===== src/rtl/dmag_pkg.sv =====
package dmag_pkg;
    localparam int WORD_W     = 32;
    localparam int RUN_BIT    = 8;
    localparam int MODE_LO    = 2;
    localparam int MODE_W     = 2;
    localparam int TAG_LO     = 16;
    localparam int MASK_W     = 16;
    localparam int PAIR_CH_A  = 1;
    localparam int PAIR_SRC_A = 10;
    localparam int PAIR_CH_B  = 2;
    localparam int PAIR_SRC_B = 11;
    localparam logic [MODE_W-1:0] MODE_ILLEGAL = 2'd3;
    localparam logic [MODE_W-1:0] MODE_CHAIN   = 2'd1;

    typedef struct packed {
        logic              load;
        logic [WORD_W-1:0] value;
        logic              start_now;
        logic [MASK_W-1:0] set_mask;
        logic [MASK_W-1:0] clr_mask;
        logic [MASK_W-1:0] chan_hot;
    } wr_action_t;
endpackage


===== src/rtl/dmag_write_decode.sv =====
module dmag_write_decode
    import dmag_pkg::*;
#(
    parameter int NUM_CH = 10,
    localparam int CH_W = (NUM_CH > 1) ? $clog2(NUM_CH) : 1
) (
    input  logic              wr_valid,
    input  logic [CH_W-1:0]   wr_chan,
    input  logic [WORD_W-1:0] wr_data,
    input  logic [WORD_W-1:0] cur_ctrl,
    input  logic              ctrl_enable,
    input  logic              ctrl_suspend,
    output wr_action_t        act
);
    logic in_range;
    logic running;
    logic [MASK_W-1:0] hot;
    logic [MASK_W-1:0] stop_mask;

    assign in_range = int'(wr_chan) < NUM_CH;
    assign running  = cur_ctrl[RUN_BIT];
    assign hot      = MASK_W'(1) << wr_chan;

    always_comb begin
        stop_mask = hot;
        if (wr_chan == CH_W'(PAIR_CH_A)) stop_mask[PAIR_SRC_A] = 1'b1;
        if (wr_chan == CH_W'(PAIR_CH_B)) stop_mask[PAIR_SRC_B] = 1'b1;
    end

    always_comb begin
        act           = '0;
        act.chan_hot  = hot;
        act.value     = cur_ctrl;
        if (wr_valid && in_range) begin
            if (running) begin
                if (!wr_data[RUN_BIT]) act.clr_mask = stop_mask;
                if (ctrl_suspend) begin
                    act.load  = 1'b1;
                    act.value = {cur_ctrl[WORD_W-1:TAG_LO], wr_data[TAG_LO-1:0]};
                end else if (!wr_data[RUN_BIT]) begin
                    act.load           = 1'b1;
                    act.value[RUN_BIT] = 1'b0;
                end
            end else begin
                act.load  = 1'b1;
                act.value = wr_data;
                if (wr_data[MODE_LO +: MODE_W] == MODE_ILLEGAL)
                    act.value[MODE_LO +: MODE_W] = MODE_CHAIN;
                if (wr_data[RUN_BIT]) begin
                    if (ctrl_enable && !ctrl_suspend) act.start_now = 1'b1;
                    else                              act.set_mask  = hot;
                end
            end
        end
    end
endmodule


===== src/rtl/dmag_low_pick.sv =====
module dmag_low_pick #(
    parameter int W = 10
) (
    input  logic [W-1:0] req,
    output logic [W-1:0] grant
);
    logic [W:0] seen;
    assign seen[0] = 1'b0;

    for (genvar i = 0; i < W; i++) begin : g_bit
        assign grant[i]  = req[i] & ~seen[i];
        assign seen[i+1] = seen[i] | req[i];
    end
endmodule


===== src/rtl/dmag_ctrl_gate.sv =====
module dmag_ctrl_gate
    import dmag_pkg::*;
#(
    parameter int NUM_CH = 10,
    localparam int CH_W = (NUM_CH > 1) ? $clog2(NUM_CH) : 1
) (
    input  logic                     clk,
    input  logic                     rst_n,
    input  logic                     wr_valid,
    input  logic [CH_W-1:0]          wr_chan,
    input  logic [31:0]              wr_data,
    input  logic                     ctrl_enable,
    input  logic                     ctrl_suspend,
    output logic [NUM_CH*32-1:0]     chan_ctrl,
    output logic [NUM_CH-1:0]        start_pulse,
    output logic [15:0]              queued_mask,
    output logic [15:0]              irq_clear
);
    typedef struct packed {
        logic [NUM_CH-1:0][WORD_W-1:0] ctrl;
        logic [MASK_W-1:0]             queued;
        logic [NUM_CH-1:0]             start;
        logic [MASK_W-1:0]             irqclr;
    } gate_state_t;

    gate_state_t st_d, st_q;
    wr_action_t  act;
    logic [WORD_W-1:0] cur_ctrl;
    logic [MASK_W-1:0] q_after;
    logic [NUM_CH-1:0] drain_req;
    logic [NUM_CH-1:0] drain_grant;
    logic              drain_ok;

    assign cur_ctrl = (int'(wr_chan) < NUM_CH) ? st_q.ctrl[wr_chan] : '0;

    dmag_write_decode #(.NUM_CH(NUM_CH)) u_decode (
        .wr_valid    (wr_valid),
        .wr_chan     (wr_chan),
        .wr_data     (wr_data),
        .cur_ctrl    (cur_ctrl),
        .ctrl_enable (ctrl_enable),
        .ctrl_suspend(ctrl_suspend),
        .act         (act)
    );

    assign drain_ok  = ctrl_enable && !ctrl_suspend;
    assign q_after   = (st_q.queued & ~act.clr_mask) | act.set_mask;
    assign drain_req = drain_ok ? q_after[NUM_CH-1:0] : '0;

    dmag_low_pick #(.W(NUM_CH)) u_pick (
        .req  (drain_req),
        .grant(drain_grant)
    );

    always_comb begin
        st_d        = st_q;
        st_d.irqclr = act.clr_mask;
        st_d.queued = q_after & ~MASK_W'(drain_grant);
        st_d.start  = drain_grant;
        if (act.start_now) st_d.start = st_d.start | act.chan_hot[NUM_CH-1:0];
        if (act.load)      st_d.ctrl[wr_chan] = act.value;
    end

    always_ff @(posedge clk or negedge rst_n) begin
        if (!rst_n) st_q <= '0;
        else        st_q <= st_d;
    end

    assign chan_ctrl   = st_q.ctrl;
    assign start_pulse = st_q.start;
    assign queued_mask = st_q.queued;
    assign irq_clear   = st_q.irqclr;
endmodule


===== config.mk =====
export PLATFORM = sky130hd
export DESIGN_NAME = dmag_ctrl_gate
export DESIGN_NICKNAME = d
export VERILOG_FILES = /design/src/rtl/dmag_pkg.sv /design/src/rtl/dmag_write_decode.sv /design/src/rtl/dmag_low_pick.sv /design/src/rtl/dmag_ctrl_gate.sv
export SDC_FILE = /design/constraint.sdc
export NUM_CORES = 1
export LEC_CHECK = 0
export BUFFER_PORTS_ARGS = -buffer_cell sky130_fd_sc_hd__buf_2
export CAP_MARGIN = 20
export CORE_MARGIN = 1
export CORE_UTILIZATION = 55
export DETAILED_ROUTE_END_ITERATION = 12
export GPL_TIMING_DRIVEN = 0
export PLACE_DENSITY_LB_ADDON = 0.08
export SETUP_SLACK_MARGIN = 0.15
export SYNTH_ARGS = -nofsm -noshare
export SYNTH_HDL_FRONTEND = slang
export SYNTH_HIERARCHICAL = 1
export SYNTH_SLANG_ARGS = --single-unit

===== constraint.sdc =====
create_clock -name clk -period 6.8 [get_ports clk]
set_input_delay 0.34 -clock clk [delete_from_list [all_inputs] [get_ports clk]]
set_output_delay 0.34 -clock clk [all_outputs]
set_load 0.005 [all_outputs]

# [Yosys cells after proc, flatten, opt, wreduce, memory -nomap -nowiden]
# Index checks and enable logic that the tools add are counted.
[word_totals] out_inout_bits=362 reg_bits=362
[classes] magnitude_cmp=3 n_reduce_logical=4 bitwise_logic=32 mux=25 n_shift=1 eq_ne=3
[ops] op="bitwise mux 320 bit" n=1
[ops] op="binary-select mux 32 bit (select 4 bit)" n=1
[ops] op="demux 32 bit (select 4 bit)" n=1
[ops] op="2-to-1 mux 32 bit" n=3
[ops] op="2-to-1 mux 66 bit" n=1
[ops] op="2-to-1 mux 16 bit" n=3
[ops] op="2-to-1 mux 17 bit" n=2
[ops] op="2-to-1 mux 33 bit" n=1
[ops] op="bitwise AND 16 bit" n=2
[ops] op="2-to-1 mux 10 bit" n=2
[ops] op="NOT 10 -> 16 bit" n=1
[ops] op="NOT 16 bit" n=1
[ops] op="bitwise OR 16 bit" n=1
[ops] op="left shift 1 x 4 -> 16 bit (first input constant)" n=1
[ops] op="bitwise OR 10 bit" n=1
[ops] op="bitwise AND 1 bit" n=9
[ops] op="NOT 1 bit" n=9
[ops] op="2-to-1 mux 8 bit" n=1
[ops] op="bitwise OR 1 bit" n=8
[ops] op="2-to-1 mux 1 bit" n=7
[ops] op="2-to-1 mux 7 bit" n=1
[ops] op="< comparator 4 x 5 -> 1 bit (second input constant)" n=1
[ops] op="equality test 4 x 1 -> 1 bit (second input constant)" n=1
[ops] op="equality test 4 x 2 -> 1 bit (second input constant)" n=1
[ops] op="other kinds (6)" n=8

# [Depth between registers and ports, before layout]
# Gate-level depths: netlist of run 1.
[logic_depth] ltp_word=22 ltp_mapped=16 depth_no_buf=11

# [Modules after synthesis]
# Netlist of run 1, hierarchy kept.
[by_module_without_submodules] module="dmag_ctrl_gate" cells_per_inst=1104 seq_area_each_um2=9058.7 area_per_inst_um2=16419.5 n_inst=1
[by_module_without_submodules] module="dmag_write_decode" cells_per_inst=123 seq_area_each_um2=0.0 area_per_inst_um2=919.6 n_inst=1
[by_module_without_submodules] module="dmag_low_pick" cells_per_inst=17 seq_area_each_um2=0.0 area_per_inst_um2=155.1 n_inst=1

# [Least setup slack after synthesis of run 1]
# Ideal clock, no wire load.
[synth_timing] kind="in2reg" startpoint="input port wr_chan[0]" endpoint="register st_q (netlist bit chan_ctrl[117])" t_arrival_ps=3423 setup_slack_ps=3253 t_required_ps=6675 path_buffers=6 stages=15 cell_sequence="buf_4 -> buf_6 -> buf_4 -> mux2_2 -> a2111oi_0 -> a311oi_1 -> nand2b_1 -> nand3_4 -> buf_6 -> o21ai_0 -> nor3b_2 -> and3_1 -> clkbuf_1 -> buf_4 -> mux2_2"
[synth_rtl] item="from (decl)" line="dmag_ctrl_gate.sv:10" text="input logic [CH_W-1:0] wr_chan,"
[synth_rtl] item="to (signal assigned)" line="dmag_ctrl_gate.sv:66" text="else st_q <= st_d;"
[synth_rtl] item="to (decl)" line="dmag_ctrl_gate.sv:26" text="gate_state_t st_d, st_q;"

==> flow_summary.ini, run 1 <==
[critical_path]
slowest_delay_ns = 0.60
start_kind = input port
worstPathArrival_ns = 5.11
crit_type = in2reg
reg2reg_slack_ns = 2.77
critical_path.max_fanout = 10
cp_cell_sequence = buf_2, buf_4, buf_2, clkbuf_1, clkbuf_1, a311oi_1, nand2b_1, nand3_4, buf_6, o21ai_0, nor3b_2, and3_1, clkbuf_1, buf_4, mux2_2
path_buf_inv = 8
rr_endpoint = chan_ctrl[97]
crit_family = buffers and inverters
worstReg2RegStart = chan_ctrl[200]
worstSetupEndpointType = flip-flop
reg2regPathDepth = 12
crit_top_cell = clkbuf_1
crit_required_ns = 7.20
crit_path_top_delay_cell = clkbuf_1

[placement]
dp_cells = 2042
io_buffers = 400
place_area_um2 = 20100
place.gp.congestion = 0.854
place_hpwl_mm = 37.7

[layout]
multi_input_area_um2 = 7580
final_cell_mix = buf_2 (428), dfrtp_1 (362), mux2_2 (351)
final_common_cell = buf_2
final_area_um2 = 21300
finalNonFillerCells = 2111
regArea_um2 = 9060
nNetsFinal = 1730
drive_above_1_share_pct = 56.8
area_delta_synth_final_pct = 22.3
n_fill_cell = 2324

[sta]
final.setup_skew_ns = 0.0135
report.final.slew_viol_count = 0
fin_tns_setup_ns = 0
period_needed_ns = 4.70
fmax_mhz = 213
finalHoldViolCount = 0
setup_viol = 0
grt_setup_unrepaired = false
relSlewSlack_pct = 34.2
post-route-period-util_pct = 69.1
tightestPinTransition_ns = 0.980
whs_ns = 0.196

[routing]
num_vias = 12700
wirelength_mm = 53.9
wl_per_cell_um = 25.5
viasPerCell = 6.00
antenna_left = 0
dr.pass1.iters = 5
drt_iter0_markers = 873
route.detailed.drc = 0

[pwr]
p_total_w = 0.00691
ir_worst_vdd_v = 0.000236
powerDensity_nw_per_um2 = 324
power.leakage_nw = 11.1
p_switching_w = 0.00207
seqPwrFrac_pct = 43.3
p_comb_share_pct = 26.6
swShare_pct = 29.9
internal-power_w = 0.00485
p_clk_share_pct = 30.1

[die]
die_w_um = 180
fp.dieArea_um2 = 32400
rows = 64
fp.coreArea_um2 = 30900
start_util_pct = 56.5
die_h_um = 180
ios = 403

[global_routing]
grt_pass1_wl_mm = 81.4
grt_max_degree = 119
grt-ovfl-total = 0
grt_usage_pct = 33.3
grt_pass1_vias = 12900
grt_antenna_before_repair = 3

[logic_synthesis]
yosys_warnings = 6
synthCells = 1234
syn_area_um2 = 17500
synth_area_per_cell_um2 = 14.1

[clocking]
cts_setup_buffers = 0
clk_pin_slew_ns = 0.06
cts-resized-gates = 0
cts_buffers = 40
htree_levels = 2
clk_latency_ns = 0.53
tritoncts = built
ctsLongestPathBuffers = 3
cts.sinks = 362
root_buffer = clkbuf_16

[worst_hold_path]
hp-class = in2reg
hold_depth = 3
holdPathEnd = irq_clear[10]
hold_start = wr_data[8]

[flow_run]
drv_cap = 0

[status]
status = finished, final reports clean
[worst max-delay path by stage]
stage                     startpoint        endpoint  slack, ns  cells after the start
after floorplan           wr_chan[0]  chan_ctrl[117]       3.25                     15
after global placement         rst_n   chan_ctrl[70]      -1.67                      1
after detailed placement  wr_chan[2]  chan_ctrl[102]       1.66                     15
after CTS                 wr_chan[2]   chan_ctrl[97]       2.20                     15
after global routing      wr_chan[1]   chan_ctrl[43]       1.95                     15
final                     wr_chan[2]   chan_ctrl[97]       2.10                     15
[layout make-up]
type / count / share of cell area [%]
Antenna cell: 2 / 0.0235
Buffer: 131 / 3.37
Clock buffer: 61 / 5.72
Clock inverter: 5 / 0.129
Inverter: 33 / 0.581
Multi-Input combinational cell: 717 / 35.5
Sequential cell: 362 / 42.5
Tap cell: 396 / 2.32
Timing Repair Buffer: 404 / 9.86
[power groups by stage]
stage / registers (W) / logic [W] / clock network (W)
2_1_floorplan: 0.00300 / 0.000930 / 0
3_5_place_dp: 0.00302 / 0.00183 / 0
3_3_place_gp: 0.00299 / 0.00179 / 0
4_1_cts: 0.00298 / 0.00184 / 0.00210
5_1_grt: 0.00305 / 0.00197 / 0.00219
6_report: 0.00299 / 0.00184 / 0.00208
[metrics by stage]
stage | util [%] | worst slack, ns
6_report | 69.0 | 2.10
5_1_grt | 69.0 | 1.95
4_1_cts | 69.0 | 2.20
3_5_place_dp | 64.9 | 1.66
3_3_place_gp | 64.6 | -1.67
2_1_floorplan | - | 3.25
[flip-flops by register name, summed over array words and instances, names as in the netlist]
signal	cells
irq_clear	16
queued_mask	16
start_pulse	10
chan_ctrl	320
[worst reg2reg max path, delay by kind of cell (launching register included)]
family | cells | cell delay (ns)
AOI/OAI and AO/OA | 3 | 0.76
buffers and inverters | 3 | 0.84
DFF | 1 | 0.40
and+or+nand+nor | 4 | 1.04
muxes | 2 | 0.86
[metal layers]
metal	vias to the layer above	global-route usage [%]	wire length (um)
met2	559	52.5	25100
li1	5478	-	-
met5	-	0	13
met3	101	8.89	4770
met1	6529	45.0	22300
met4	2	11.1	1740
[timing repair]
action	CTS	global route
hold buffers	1	0
setup endpoints to repair	0	0
endpoints found under the hold margin	54	0
Power figures use the tool's default switching activity.
==> run 2, diff against run 1 <==
==> constraint.sdc (replaced) <==
create_clock -name clk -period 4.7 [get_ports clk]
set_input_delay 0.235 -clock clk [delete_from_list [all_inputs] [get_ports clk]]
set_output_delay 0.235 -clock clk [all_outputs]
set_load 0.005 [all_outputs]
==> run 2 against run 1 <==
  * Final area hardly changed
  * Sequential share of layout area hardly changed
  * Cell count stayed put
  * Wire length hardly changed
  * Flip-flop and latch count stayed put
  * Clock power is 45% higher
  * Utilization hardly changed
  * Register-to-register slack worse by 2.1 ns
  * Clock-buffer cell count stayed put
  * Critical path depth stayed put
  * Via count is 0.66% lower
  * Largest cell class unchanged
  * Highest routed layer unchanged
==> flow_summary.ini, run 2 (same netlist as run 1, synthesis figures left out) <==
[critical_path]
worstSetupEndpointType = flip-flop
crit_type = in2reg
start_kind = input port
worstReg2RegStart = chan_ctrl[264]
rr_endpoint = chan_ctrl[97]
critical_path.max_fanout = 10
crit_required_ns = 5.10
reg2regPathDepth = 12
worstPathArrival_ns = 4.72
reg2reg_slack_ns = 0.70

[pwr]
ir_worst_vdd_v = 0.000342
p_switching_w = 0.00299
power.leakage_nw = 11.1
internal-power_w = 0.00702
powerDensity_nw_per_um2 = 469
swShare_pct = 29.9
p_comb_share_pct = 26.6
p_clk_share_pct = 30.1
seqPwrFrac_pct = 43.3

[die]
start_util_pct = 56.5
die_h_um = 180
fp.dieArea_um2 = 32400
ios = 403
die_w_um = 180
rows = 64
fp.coreArea_um2 = 30900

[clocking]
cts_setup_buffers = 0
htree_levels = 2
clk_latency_ns = 0.53
cts_buffers = 40
root_buffer = clkbuf_16
cts.sinks = 362
clk_pin_slew_ns = 0.06
ctsLongestPathBuffers = 3
tritoncts = built

[routing]
num_vias = 12600
viasPerCell = 5.96
antenna_left = 0
drt_iter0_markers = 886
route.detailed.drc = 0
wl_per_cell_um = 25.5
dr.pass1.iters = 4
wirelength_mm = 53.9

[global_routing]
grt_usage_pct = 33.3
grt_pass1_wl_mm = 81.4
grt_max_degree = 119
grt_pass1_vias = 12900
grt-ovfl-total = 0
grt_antenna_before_repair = 3

[layout]
drive_above_1_share_pct = 56.9
area_delta_synth_final_pct = 22.3
finalNonFillerCells = 2111
final_cell_mix = buf_2 (428), dfrtp_1 (362), mux2_2 (351)
nNetsFinal = 1730
multi_input_area_um2 = 7590
n_fill_cell = 2323
largest_reg_flops = 320
final_core_util_pct = 69.1
final_common_cell = buf_2
regArea_um2 = 9060
final_area_um2 = 21300

[sta]
tightestPinTransition_ns = 0.870
fmax_mhz = 232
relSlewSlack_pct = 42.0
whs_ns = 0.0854
finalHoldViolCount = 0
post-route-period-util_pct = 91.8
final.setup_skew_ns = 0.0153
grt_setup_unrepaired = false
setup_viol = 0
period_needed_ns = 4.31
report.final.slew_viol_count = 0

[worst_hold_path]
hold_start = wr_data[8]
hold_depth = 3
hp-class = in2reg
holdPathEnd = irq_clear[10]

[placement]
place_hpwl_mm = 37.7
dp_cells = 2042
io_buffers = 400
place_area_um2 = 20100
place.gp.congestion = 0.854

[status]
status = finished, final reports clean

[flow_run]
drv_cap = 0
## run 2: critical path: stages
cell and delay (ns):
buf_2 0.19, buf_2 0.22, nor2b_1 0.43, clkbuf_1 0.54
a2111oi_0 0.18, a311oi_2 0.61, nand2b_1 0.19, nand3_4 0.23
buf_6 0.25, o21ai_0 0.28, nor3b_2 0.28, nand2b_1 0.08
clkbuf_1 0.22, buf_2 0.40, mux2_2 0.39
## run 2: how the worst max path moves through the flow
stage	startpoint	endpoint	slack (ns)	cells after the start
6_report	wr_chan[1]	chan_ctrl[55]	0.39	15
5_1_grt	wr_chan[1]	chan_ctrl[43]	0.26	15
4_1_cts	wr_chan[2]	chan_ctrl[97]	0.21	15
3_5_place_dp	wr_chan[2]	chan_ctrl[102]	-0.33	15
3_3_place_gp	rst_n	chan_ctrl[70]	-3.67	1
2_1_floorplan	wr_chan[0]	chan_ctrl[117]	1.26	15
## run 2: metal layers
| layer | GRT usage, % | wire [um] |
|---|---|---|
| met1 | 45.0 | 22300 |
| met2 | 52.5 | 25100 |
| met3 | 8.89 | 4720 |
| met4 | 11.1 | 1720 |
| met5 | 0 | 13 |
## run 2: area by class of cell
class / instances / share of cell area (%)
Tap cell: 396 / 2.32
Sequential cell: 362 / 42.4
Clock buffer: 61 / 5.72
Clock inverter: 5 / 0.129
Multi-Input combinational cell: 717 / 35.6
Antenna cell: 2 / 0.0234
Buffer: 131 / 3.38
Inverter: 33 / 0.580
Timing Repair Buffer: 404 / 9.86
## run 2: timing repair
action | CTS | global route
hold buffers | 1 | 0
setup endpoints to repair | 0 | 218
gates resized for setup | 0 | 3
hold endpoints to repair | 54 | 0
## run 2: stage by stage
step	setup WS [ns]	TNS (ns)	power (W)
2_1_floorplan	1.26	0	0.00569
3_3_place_gp	-3.67	-1374.79	0.00692
3_5_place_dp	-0.334	-54.32	0.00701
4_1_cts	0.209	0	0.0100
5_1_grt	0.258	0	0.0104
6_report	0.388	0	0.0100
## run 2: power groups by stage
| stage | Sequential [W] | Combinational, W | Clock, W |
|---|---|---|---|
| 5_1_grt | 0.00442 | 0.00286 | 0.00317 |
| 3_3_place_gp | 0.00432 | 0.00259 | 0 |
| 4_1_cts | 0.00432 | 0.00266 | 0.00304 |
| 6_report | 0.00433 | 0.00266 | 0.00301 |
| 2_1_floorplan | 0.00434 | 0.00135 | 0 |
| 3_5_place_dp | 0.00437 | 0.00265 | 0 |
